$ cat config.mk
export PLATFORM = sky130hd
export DESIGN_NAME = ds_spread_tx
export DESIGN_NICKNAME = d
export VERILOG_FILES = /design/src/rtl/ds_spread_pkg.sv /design/src/rtl/ds_code_src.sv /design/src/rtl/ds_seq_ctrl.sv /design/src/rtl/ds_serializer.sv /design/src/rtl/ds_spread_tx.sv
export SDC_FILE = /design/constraint.sdc
export NUM_CORES = 1
export LEC_CHECK = 0
export BUFFER_PORTS_ARGS = -buffer_cell sky130_fd_sc_hd__buf_2
export CORE_MARGIN = 2
export CORE_UTILIZATION = 56
export DETAILED_ROUTE_END_ITERATION = 10
export PLACE_DENSITY = 0.79
export SLEW_MARGIN = 20
export SYNTH_ARGS = -nofsm -noshare
export SYNTH_HDL_FRONTEND = slang
export SYNTH_SLANG_ARGS = --single-unit
export TNS_END_PERCENT = 10
$ cat constraint.sdc
create_clock -name clk -period 2.4 [get_ports clk]
set_clock_uncertainty 0.1 [all_clocks]
set_input_delay 0.48 -clock clk [delete_from_list [all_inputs] [get_ports clk]]
set_output_delay 0.48 -clock clk [all_outputs]
set_load 0.01 [all_outputs]
$ cat src/rtl/ds_spread_pkg.sv
package ds_spread_pkg;
  typedef enum logic [1:0] {
    M_IDLE = 2'd0,
    M_SYNC = 2'd1,
    M_DATA = 2'd2
  } tx_mode_e;

  // Code bit equal to symbol bit gives +1, otherwise -1.
  function automatic logic signed [1:0] chip_level(input logic code_bit, input logic sym_bit);
    return (code_bit ~^ sym_bit) ? 2'sb01 : 2'sb11;
  endfunction
endpackage

$ cat src/rtl/ds_code_src.sv
module ds_code_src #(
  parameter int          CODE_LEN = 16,
  parameter logic [15:0] CODE     = 16'h1E6B,
  localparam int         IDX_W    = $clog2(CODE_LEN)
) (
  input  logic [IDX_W-1:0] idx,
  output logic             code_bit
);
  // Chip 0 takes the most significant code bit; for a power-of-two
  // length the reversed index is the bitwise complement.
  generate
    if (CODE_LEN == 8) begin : g_short
      localparam logic [7:0] SEQ = CODE[7:0];
      assign code_bit = SEQ[~idx];
    end else begin : g_long
      localparam logic [15:0] SEQ = CODE[15:0];
      assign code_bit = SEQ[~idx];
    end
  endgenerate
endmodule

$ cat src/rtl/ds_seq_ctrl.sv
module ds_seq_ctrl
  import ds_spread_pkg::*;
#(
  parameter int CODE_LEN = 16,
  parameter int SYNC_W   = 8,
  localparam int IDX_W   = $clog2(CODE_LEN)
) (
  input  logic              clk,
  input  logic              rst_n,
  input  logic              start,
  input  logic [SYNC_W-1:0] sync_syms,
  input  logic              chip_en,
  output tx_mode_e          mode,
  output logic [IDX_W-1:0]  chip_idx,
  output logic              sym_first,
  output logic              sym_last
);
  logic [SYNC_W-1:0] sync_left;

  assign sym_first = (chip_idx == '0);
  assign sym_last  = (chip_idx == IDX_W'(CODE_LEN - 1));

  always_ff @(posedge clk) begin
    if (!rst_n) begin
      mode      <= M_IDLE;
      chip_idx  <= '0;
      sync_left <= '0;
    end else if (mode == M_IDLE) begin
      if (start) begin
        sync_left <= sync_syms;
        chip_idx  <= '0;
        mode      <= (sync_syms == '0) ? M_DATA : M_SYNC;
      end
    end else if (chip_en) begin
      chip_idx <= chip_idx + IDX_W'(1);
      if (sym_last && mode == M_SYNC) begin
        sync_left <= sync_left - SYNC_W'(1);
        if (sync_left == SYNC_W'(1)) mode <= M_DATA;
      end
    end
  end
endmodule

$ cat src/rtl/ds_serializer.sv
module ds_serializer #(
  parameter int SAMPLE_W = 8,
  localparam int BIT_W   = $clog2(SAMPLE_W)
) (
  input  logic                clk,
  input  logic                rst_n,
  input  logic                step,
  input  logic                sym_first,
  input  logic                sym_last,
  input  logic [SAMPLE_W-1:0] smp_data,
  input  logic                smp_valid,
  output logic                smp_ready,
  output logic                data_bit,
  output logic                uf_hit
);
  logic [SAMPLE_W-1:0] shreg;
  logic [BIT_W-1:0]    bits_left;
  logic                cur_bit;
  logic                need_load;
  logic                new_bit;

  assign new_bit   = need_load ? (smp_valid & smp_data[SAMPLE_W-1]) : shreg[SAMPLE_W-1];
  assign data_bit  = sym_first ? new_bit : cur_bit;
  assign smp_ready = step & sym_first & need_load;
  assign uf_hit    = smp_ready & ~smp_valid;

  always_ff @(posedge clk) begin
    if (!rst_n) begin
      shreg     <= '0;
      bits_left <= '0;
      cur_bit   <= 1'b0;
      need_load <= 1'b1;
    end else if (step) begin
      if (sym_first) begin
        cur_bit <= new_bit;
        if (need_load) begin
          if (smp_valid) begin
            shreg     <= smp_data << 1;
            bits_left <= BIT_W'(SAMPLE_W - 1);
            need_load <= 1'b0;
          end
        end else begin
          shreg     <= shreg << 1;
          bits_left <= bits_left - BIT_W'(1);
        end
      end
      if (sym_last && !need_load && bits_left == '0) need_load <= 1'b1;
    end
  end
endmodule

$ cat src/rtl/ds_spread_tx.sv
module ds_spread_tx
  import ds_spread_pkg::*;
#(
  parameter int          SAMPLE_W = 8,
  parameter int          CODE_LEN = 16,
  parameter logic [15:0] CODE     = 16'h1E6B,
  parameter int          SYNC_W   = 8
) (
  input  logic                clk,
  input  logic                rst_n,
  input  logic                start,
  input  logic [SYNC_W-1:0]   sync_syms,
  input  logic [SAMPLE_W-1:0] smp_data,
  input  logic                smp_valid,
  output logic                smp_ready,
  input  logic                chip_en,
  output logic signed [1:0]   chip_out,
  output logic                underflow,
  output logic                sync_phase
);
  localparam int IDX_W = $clog2(CODE_LEN);

  tx_mode_e         mode;
  logic [IDX_W-1:0] chip_idx;
  logic             sym_first, sym_last;
  logic             code_bit, data_bit, uf_hit, sym_bit, data_step;

  ds_seq_ctrl #(.CODE_LEN(CODE_LEN), .SYNC_W(SYNC_W)) ctrl_i (
    .clk(clk), .rst_n(rst_n), .start(start), .sync_syms(sync_syms),
    .chip_en(chip_en), .mode(mode), .chip_idx(chip_idx),
    .sym_first(sym_first), .sym_last(sym_last)
  );

  ds_code_src #(.CODE_LEN(CODE_LEN), .CODE(CODE)) code_i (
    .idx(chip_idx), .code_bit(code_bit)
  );

  assign data_step = chip_en && (mode == M_DATA);

  ds_serializer #(.SAMPLE_W(SAMPLE_W)) ser_i (
    .clk(clk), .rst_n(rst_n), .step(data_step), .sym_first(sym_first),
    .sym_last(sym_last), .smp_data(smp_data), .smp_valid(smp_valid),
    .smp_ready(smp_ready), .data_bit(data_bit), .uf_hit(uf_hit)
  );

  assign sym_bit    = (mode == M_SYNC) ? 1'b1 : data_bit;
  assign sync_phase = (mode == M_SYNC);

  always_ff @(posedge clk) begin
    if (!rst_n) begin
      chip_out  <= 2'sb00;
      underflow <= 1'b0;
    end else begin
      underflow <= uf_hit;
      if (chip_en && mode != M_IDLE) chip_out <= chip_level(code_bit, sym_bit);
    end
  end
endmodule

; ---- Word-level counts from Yosys, hierarchy flattened
; Memories as Yosys holds them, arrays and structs flattened.
; Index checks and enable logic that the tools add are counted.
[totals]
wordCells = 73
ff_bits = 30
romBits = 16
n_memories = 1
input_bits = 21
output_inout_bits = 5
[mem_list]
columns = name, words, word_bits, rd, rd_clocked_by_memory_dff, wr, line
row1 = (name not given), 16, 1, 1, 0, 0, ds_code_src.sv:17  ; assign code_bit = SEQ[~idx];
[classes]
add_sub_neg = 3
eq_ne = 6
n_bitwise = 7
mux = 26
magnitude_cmp = 1
n_reduce_logical = 20
[ops]
columns = operator, n
row1 = 2-to-1 mux 8 bit, 6
row2 = 2-to-1 mux 2 bit, 7
row3 = 2-to-1 mux 4 bit, 3
row4 = nonzero test 2 bit, 5
row5 = "equality test 8 x 1 -> 1 bit, second input constant", 1
row6 = zero test 8 bit, 1
row7 = 2-to-1 mux 1 bit, 8
row8 = "subtractor 8 x 1 -> 8 bit, second input constant", 1
row9 = 2-to-1 mux 3 bit, 2
row10 = AND reduction 3 bit, 2
row11 = logical AND 1 bit, 5
row12 = "< comparator 4 x 5 -> 1 bit, second input constant", 1
row13 = "adder 4 x 1 -> 4 bit, second input constant", 1
row14 = AND 1 bit, 4
row15 = "equality test 4 bit, second input constant", 1
row16 = zero test 4 bit, 1
row17 = "!= test 2 bit, second input constant", 2
row18 = NOT 4 bit, 1
row19 = AND reduction 2 bit, 2
row20 = AND reduction 4 bit, 1
row21 = zero test 3 bit, 1
row22 = "subtractor 3 x 1 -> 3 bit, second input constant", 1
row23 = "equality test 2 x 1 -> 1 bit, second input constant", 1
row24 = "equality test 2 bit, second input constant", 1
row25 = 4 further kinds, 4

; ---- Logic depth before layout (Yosys ltp)
; Gate-level depths: netlist (run 1).
[logic_depth]
depth_word = 6
mapped_depth = 7
ltp_nobuf = 6

; ---- Modules after synthesis
; From an unflattened synthesis (run 1), not the netlist that was laid out.
[unflattened]
hier_cells = 200
hier_area_um2 = 1750.4
[by_module_without_submodules]
columns = module, cells_each, area_each_um2, n_inst, seq_area_each_um2
row1 = ds_seq_ctrl, 112, 909.6, 1, 280.3
row2 = ds_serializer, 65, 641.9, 1, 240.2
row3 = ds_spread_tx, 15, 136.4, 1, 60.1
row4 = ds_code_src, 8, 62.6, 1, 0.0

; ---- Worst setup path after synthesis (run 1)
; Ideal clock, no wire load.
[synth_timing]
path_type = flip-flop to output port
from = register ctrl_i.chip_idx[0]
to = output port smp_ready
setup_slack_ns = 0.486
arrival_time_ns = 1.334
path_stages_with_launch = 7
cell_sequence = dfxtp_1 > inv_1 > ha_1 > nor3b_1 > and3_1 > buf_2 > and2_1
[synth_between]
elab_chain_cells = 3
[synth_rtl]
columns = item, line
row1 = from (decl), ds_seq_ctrl.sv:14  ; output logic [IDX_W-1:0] chip_idx,
row2 = from (signal assigned), ds_seq_ctrl.sv:35  ; chip_idx <= chip_idx + IDX_W'(1);
row3 = zero test 4 bit, ds_seq_ctrl.sv:20  ; assign sym_first = (chip_idx == '0);
row4 = AND 1 bit (2 in a row), ds_serializer.sv:24  ; assign smp_ready = step & sym_first & need_load;
row5 = to (decl), ds_spread_tx.sv:15  ; output logic smp_ready,
; Every way passes these cells.

; ---- Worst setup path after layout (run 1)
; Ends and elaborated chain as after synthesis.

==> results.md, run 1 <==
* Post-Syn Area at 1640 um2
* Syn. warnings at 0
* Initial Util at 59.0%
* Worst-margin pin slew at 0.713 ns
* H-tree Lvls at 2
* Rel. slew slack at 52.0%
* Yosys cell types at 51
* Setup ws final at 0.154 ns
* WL/cell at 14.8 um
* Status: finished clean
* Max Clock Freq at 445 MHz
* Clk sink count at 29
* GPL Wtd Cong at 0.798
* Die Y at 58.1 um
* Largest net degree at the start of global routing at 24
* Rows at 19
* Crit end category: output port
* # diodes at 0
* Core Area at 2780 um2
* Root Driver: clkbuf_4
* Die area at 3380 um2
* Post-CTS Setup Bufs at 0
* Via count at 1505
* CTS buffer count at 5
* GRT Util Overall at 24.9%
* RSZ-0062 raised after global routing: false
* Ports at 26
* Setup_tns at 0 ns
* Power Total at 1.06 mW
* Critical path type: flip-flop to output port
* First-pass GRT wire length at 6380 um
* Hold Fails Final Rpt at 0
* Final wirelength at 3720 um
* VDD IR-drop max at 410 uV
* Via/cell ratio at 5.97
* Total gr overflow at 0
* Mapped Nets at 223
* Post-Place Cell Area at 1780 um2
* Setup slack, reg-to-reg at 0.37 ns
* Placed cells at 244
* Main synth FF type: dfxtp_1
* Max clock buf depth at 2
* PortBufs at 25
* Layout cells sized above 1 at 20.4%
* Startpoint types: flip-flop
* Initial antenna violation count at 0
* Final non-filler cell total at 252
* Final Setup Violations at 0
* DR pass1 iterations at 4
* Area Overhead vs Synth at 12.1%
* Mapped Cells at 195
* Slew Limit Fails at 0
* Final period util at 93.6%
* Final #Nets at 248
* Worst-path clk slew at 0.10 ns
* Post-synth EDFFs at 0
* DR DRC count at 0
* Die X-Extent at 58.1 um
* FF+latch count, synth at 29
* Vias in the first global route at 1440
* Pwr dens at 579 nW/um2
* Minimum clock period at 2.25 ns
* Post-place setup slack at 0.386 ns
* Critical path data required time at 1.82 ns
* CTS tree: built
* Hold WC Path Type: input pin to flip-flop
* HPWL after DPL at 2810 um
* Avg Cell Area, Syn at 8.41 um2
* Clk_lat worst skew at 0.34 ns
* P_leak at 0.759 nW
* Iteration-0 DRC Markers at 70
* Asr flop ratio synth at 0%
* Crit-path max FO at 5
* Final instance area at 1840 um2
* Max_cap viols at 0
* Sequential fraction of the synthesis area at 35.4%
* ANT nets after route at 0
* Critical Path AT at 1.67 ns
==> synthesized netlist by cell type (2+ instances only) <==
cell type  number  share of area, %
inv_1          11               2.5
ha_1            7               5.3
o21ai_0         7               2.1
nor2_1         27               6.2
nor3_1          3              0.92
clkbuf_1        6               1.4
nand3_1         3              0.92
a211oi_1        7               3.2
nand2_1        14               3.2
nor2b_1         4               1.5
and2_1          3               1.1
nand4_1         3               1.1
a31oi_1         2              0.76
mux2i_1         9               5.5
dfxtp_1        29                35
nor3b_1         3               1.4
o221a_2         2               1.4
buf_2           3              0.92
a21oi_1        14               4.3
a21o_1          3               1.4
a311oi_1        2               1.1
a221o_1         2               1.2
or4_1           3               1.4
==> final timing paths <==
check,from,endpoint,cells past startpoint
setup reg to reg,ctrl_i.chip_idx[0],ctrl_i.sync_left[6],5
hold reg to reg,ser_i.shreg[1],ser_i.shreg[1],2
setup / recovery,ctrl_i.chip_idx[0],smp_ready,6
hold / removal,smp_valid,underflow,2
==> layout make-up <==
type / count / area [um2]
multi-input cells: 145 / 978
fillers: 252 / 943
flip-flops and latches: 29 / 581
repair buffers: 28 / 148
clock buffers: 6 / 41.3
inverters: 11 / 41.3
well taps: 31 / 38.8
clock inverters: 2 / 10.0
==> cells in the final DEF (no fill, tap or decap), types with 2 or more instances in the layout <==
cell type   n
a211oi_1    7
a21o_1      3
a21oi_1    14
a221o_1     2
a311oi_1    2
a31oi_1     2
and2_1      3
buf_2      25
buf_4       3
clkbuf_4    5
clkinv_2    2
dfxtp_1    29
ha_1        7
inv_1      11
mux2i_1     9
nand2_1    14
nand3_1     3
nand4_1     3
nor2_1     27
nor2b_1     4
nor3_1      3
nor3b_1     2
nor3b_2     2
o21ai_0     7
o221a_2     2
or4_1       3
==> cell families after synthesis <==
kind of cell,Yosys count,share of synthesized area [%]
buffers and inverters,21,5.26
AO/OA/AOI/OAI,50,21.5
adder cells (fa/ha/maj),7,5.34
AND/OR/NAND/NOR,78,26.3
multiplexers,10,6.18
flip-flops,29,35.4
==> worst max-delay path, stage by stage (launching register included) <==
cell,delay (ns)
dfxtp_1,0.40
inv_1,0.08
ha_1,0.19
nor3b_2,0.17
and3_1,0.20
and2_1,0.16
buf_2,0.13
==> metrics by stage <==
step / utilization, % / hold WS, ns
4_1_cts: 65.9 / 0.292
6_report: 66.1 / 0.292
3_5_place_dp: 64.1 / 0.370
2_1_floorplan: - / 0.353
3_3_place_gp: 64.1 / 0.352
5_1_grt: 66.1 / 0.279
==> layer usage <==
layer	global-route usage, %	share of wire (%)	wire [um]
met1	30.9	45	1670
met2	39.8	48	1790
met3	7.81	5.4	202
met4	11.0	1.6	60
met5	0	0	0
==> report_power, final <==
group	internal [mW]	switching [mW]	leakage (nW)
clock	0.111	0.174	0.0320
combinational	0.101	0.136	0.491
sequential	0.510	0.0327	0.236
total	0.722	0.342	0.759
==> registers in the layout, summed over array words and instances, names as in the netlist <==
signal and count:
ser_i.bits_left 3, underflow 1, ser_i.need_load 1, ctrl_i.chip_idx 4, ser_i.cur_bit 1, ctrl_i.mode 2, ser_i.shreg 7, chip_out 2
ctrl_i.sync_left 8
==> timing repair <==
action,4_1_cts,5_1_grt
hold buffers,0,0
hold endpoints to repair,0,0
setup endpoints to repair,0,1
resized for setup,0,1
No activity file was read; power rests on OpenSTA's default activity.
==> inputs of run 2 (changes only) <==
- RECOVER_POWER: default -> 25
==> run 2 against run 1 <==
  * Sequential share of layout area is 0.086 points higher
  * Combinational power about the same
  * Core utilization decreased by 0.18 points
  * Worst hold slack got worse by 0.0019 ns
  * Highest routed layer unchanged
  * Final cell count did not move
  * Die area unchanged
  * Flip-flop and latch count unchanged
  * Critical path depth is the same
==> results.md, run 2 (same netlist as run 1, synthesis figures left out) <==
* GPL Wtd Cong at 0.798
* Iteration-0 DRC Markers at 71
* Final period util at 93.7%
* Final Setup Violations at 0
* Hold Fails Final Rpt at 0
* First-pass GRT wire length at 6380 um
* Met2 routed WL at 1770 um
* Largest regs: ctrl_i.sync_left (8), ser_i.shreg (7), ctrl_i.chip_idx (4)
* Max Clock Freq at 445 MHz
* Met3 wire length at 212 um
* ANT nets after route at 0
* Critical path data required time at 1.82 ns
* Met1 Wirelength at 1670 um
* Minimum clock period at 2.25 ns
* Max clock buf depth at 2
* Die Y at 58.1 um
* Worst path cell trace: inv_1 > ha_1 > nor3b_2 > and3_1 > and2_1 > buf_2
* Clock Power Share at 26.9%
* DR DRC count at 0
* Clk_lat worst skew at 0.34 ns
* Core Area at 2780 um2
* CTS tree: built
* Crit-path max FO at 5
* Die area at 3380 um2
* Critical path's slowest cell: dfxtp_1
* Max_cap viols at 0
* Worst hold slack at 0.290 ns
* P_leak at 0.741 nW
* Most frequent cells in the layout: dfxtp_1, nor2_1, buf_2, nand2_1, a21oi_1
* Via/cell ratio at 6.05
* Largest net degree at the start of global routing at 24
* HPWL after DPL at 2810 um
* GRT Util Overall at 24.9%
* Rel. slew slack at 51.9%
* Root Driver: clkbuf_4
* Layout cells sized above 1 at 18.1%
* Status: finished clean
* Flop pwr share at 51.1%
* # diodes at 0
* Slew Limit Fails at 0
* Hold WC Path Type: input pin to flip-flop
* Pwr dens at 580 nW/um2
* Post-place setup slack at 0.386 ns
* VDD IR-drop max at 410 uV
* Via count at 1525
* Ports at 26
* Max reg flops at 8
* DR pass1 iterations at 4
* Area Overhead vs Synth at 11.7%
* Clk sink count at 29
* Critical path type: flip-flop to output port
* Cts hold-fix bufs at 0
* Cell-internal power at 720 uW
* Critical Path AT at 1.67 ns
* Die X-Extent at 58.1 um
* Rows at 19
* Power Total at 1.06 mW
* Psw at 342 uW
* H-tree Lvls at 2
* Setup_tns at 0 ns
* Final wirelength at 3720 um
* Crit end category: output port
* Logic gate share of total power at 22.1%
* Switching portion of total power at 32.2%
* Total gr overflow at 0
* Initial Util at 59.0%
* Setup ws final at 0.152 ns
* WL/cell at 14.7 um
* Initial antenna violation count at 0
* Biggest register: ctrl_i.sync_left
* Top Metal Used: met4
* Startpoint types: flip-flop
* Most common cell after layout, fill and taps aside: dfxtp_1
* Vias in the first global route at 1440
* Crit-path leading delay family: simple AND/OR/NAND/NOR gates
* Final #Nets at 248
* Slowest cell delay on critical path at 0.40 ns
* Worst-path clk slew at 0.10 ns
* CTS buffer count at 5
* Critical path buffers and inverters at 2
* Worst-margin pin slew at 0.714 ns
* RSZ-0062 raised after global routing: false
* PortBufs at 25
==> run 2: changes by cell type in the layout (fill, tap and decap cells not counted) <==
cell	previous run	this run
or2_0	0	1
or2_2	1	0
buf_2	25	21
clkbuf_1	1	5
==> run 2: routing by layer <==
layer / GRT usage [%] / up-vias
li1: - / 761
met1: 30.9 / 710
met2: 39.8 / 45
met3: 7.81 / 9
met4: 11.0 / 0
met5: 0 / -
==> run 2: path summary, 6_finish.rpt <==
path / from / end / slack (ns) / cells past startpoint
setup / recovery: ctrl_i.chip_idx[0] / smp_ready / 0.15 / 6
hold / removal: smp_valid / underflow / 0.29 / 2
setup reg to reg: ctrl_i.chip_idx[0] / ctrl_i.sync_left[6] / 0.38 / 5
hold reg to reg: ser_i.shreg[1] / ser_i.shreg[1] / 0.40 / 2
==> run 2: final cells by class <==
class	count	area, um2
clock inverter	2	10.0
clock buffer	6	41.3
inverter	11	41.3
sequential	29	581
tap	31	38.8
timing repair buffer	28	143
multi-input combinational	145	978
fill	254	948
==> run 2: power by group through the flow <==
stage / Combinational (mW) / Sequential, mW / Clock (mW)
floorplan: 0.169 / 0.545 / 0
global placement: 0.222 / 0.550 / 0
detailed placement: 0.233 / 0.553 / 0
CTS: 0.234 / 0.542 / 0.291
global route: 0.265 / 0.549 / 0.311
finish: 0.235 / 0.542 / 0.285
==> run 2: stage by stage <==
| step | cell area (um2) | utilization [%] | cells |
|---|---|---|---|
| 6_report | 1830 | 65.9 | 252 |
| 5_1_grt | 1830 | 65.9 | 252 |
| 4_1_cts | 1830 | 65.9 | 252 |
| 3_5_place_dp | 1780 | 64.1 | 244 |
| 3_3_place_gp | 1780 | 64.1 | 244 |
| 2_1_floorplan | 1640 | - | 195 |
==> run 2: timing repair <==
action,CTS,global route
gates resized for setup,0,1
setup buffers,0,0
endpoints found under the setup margin,0,1
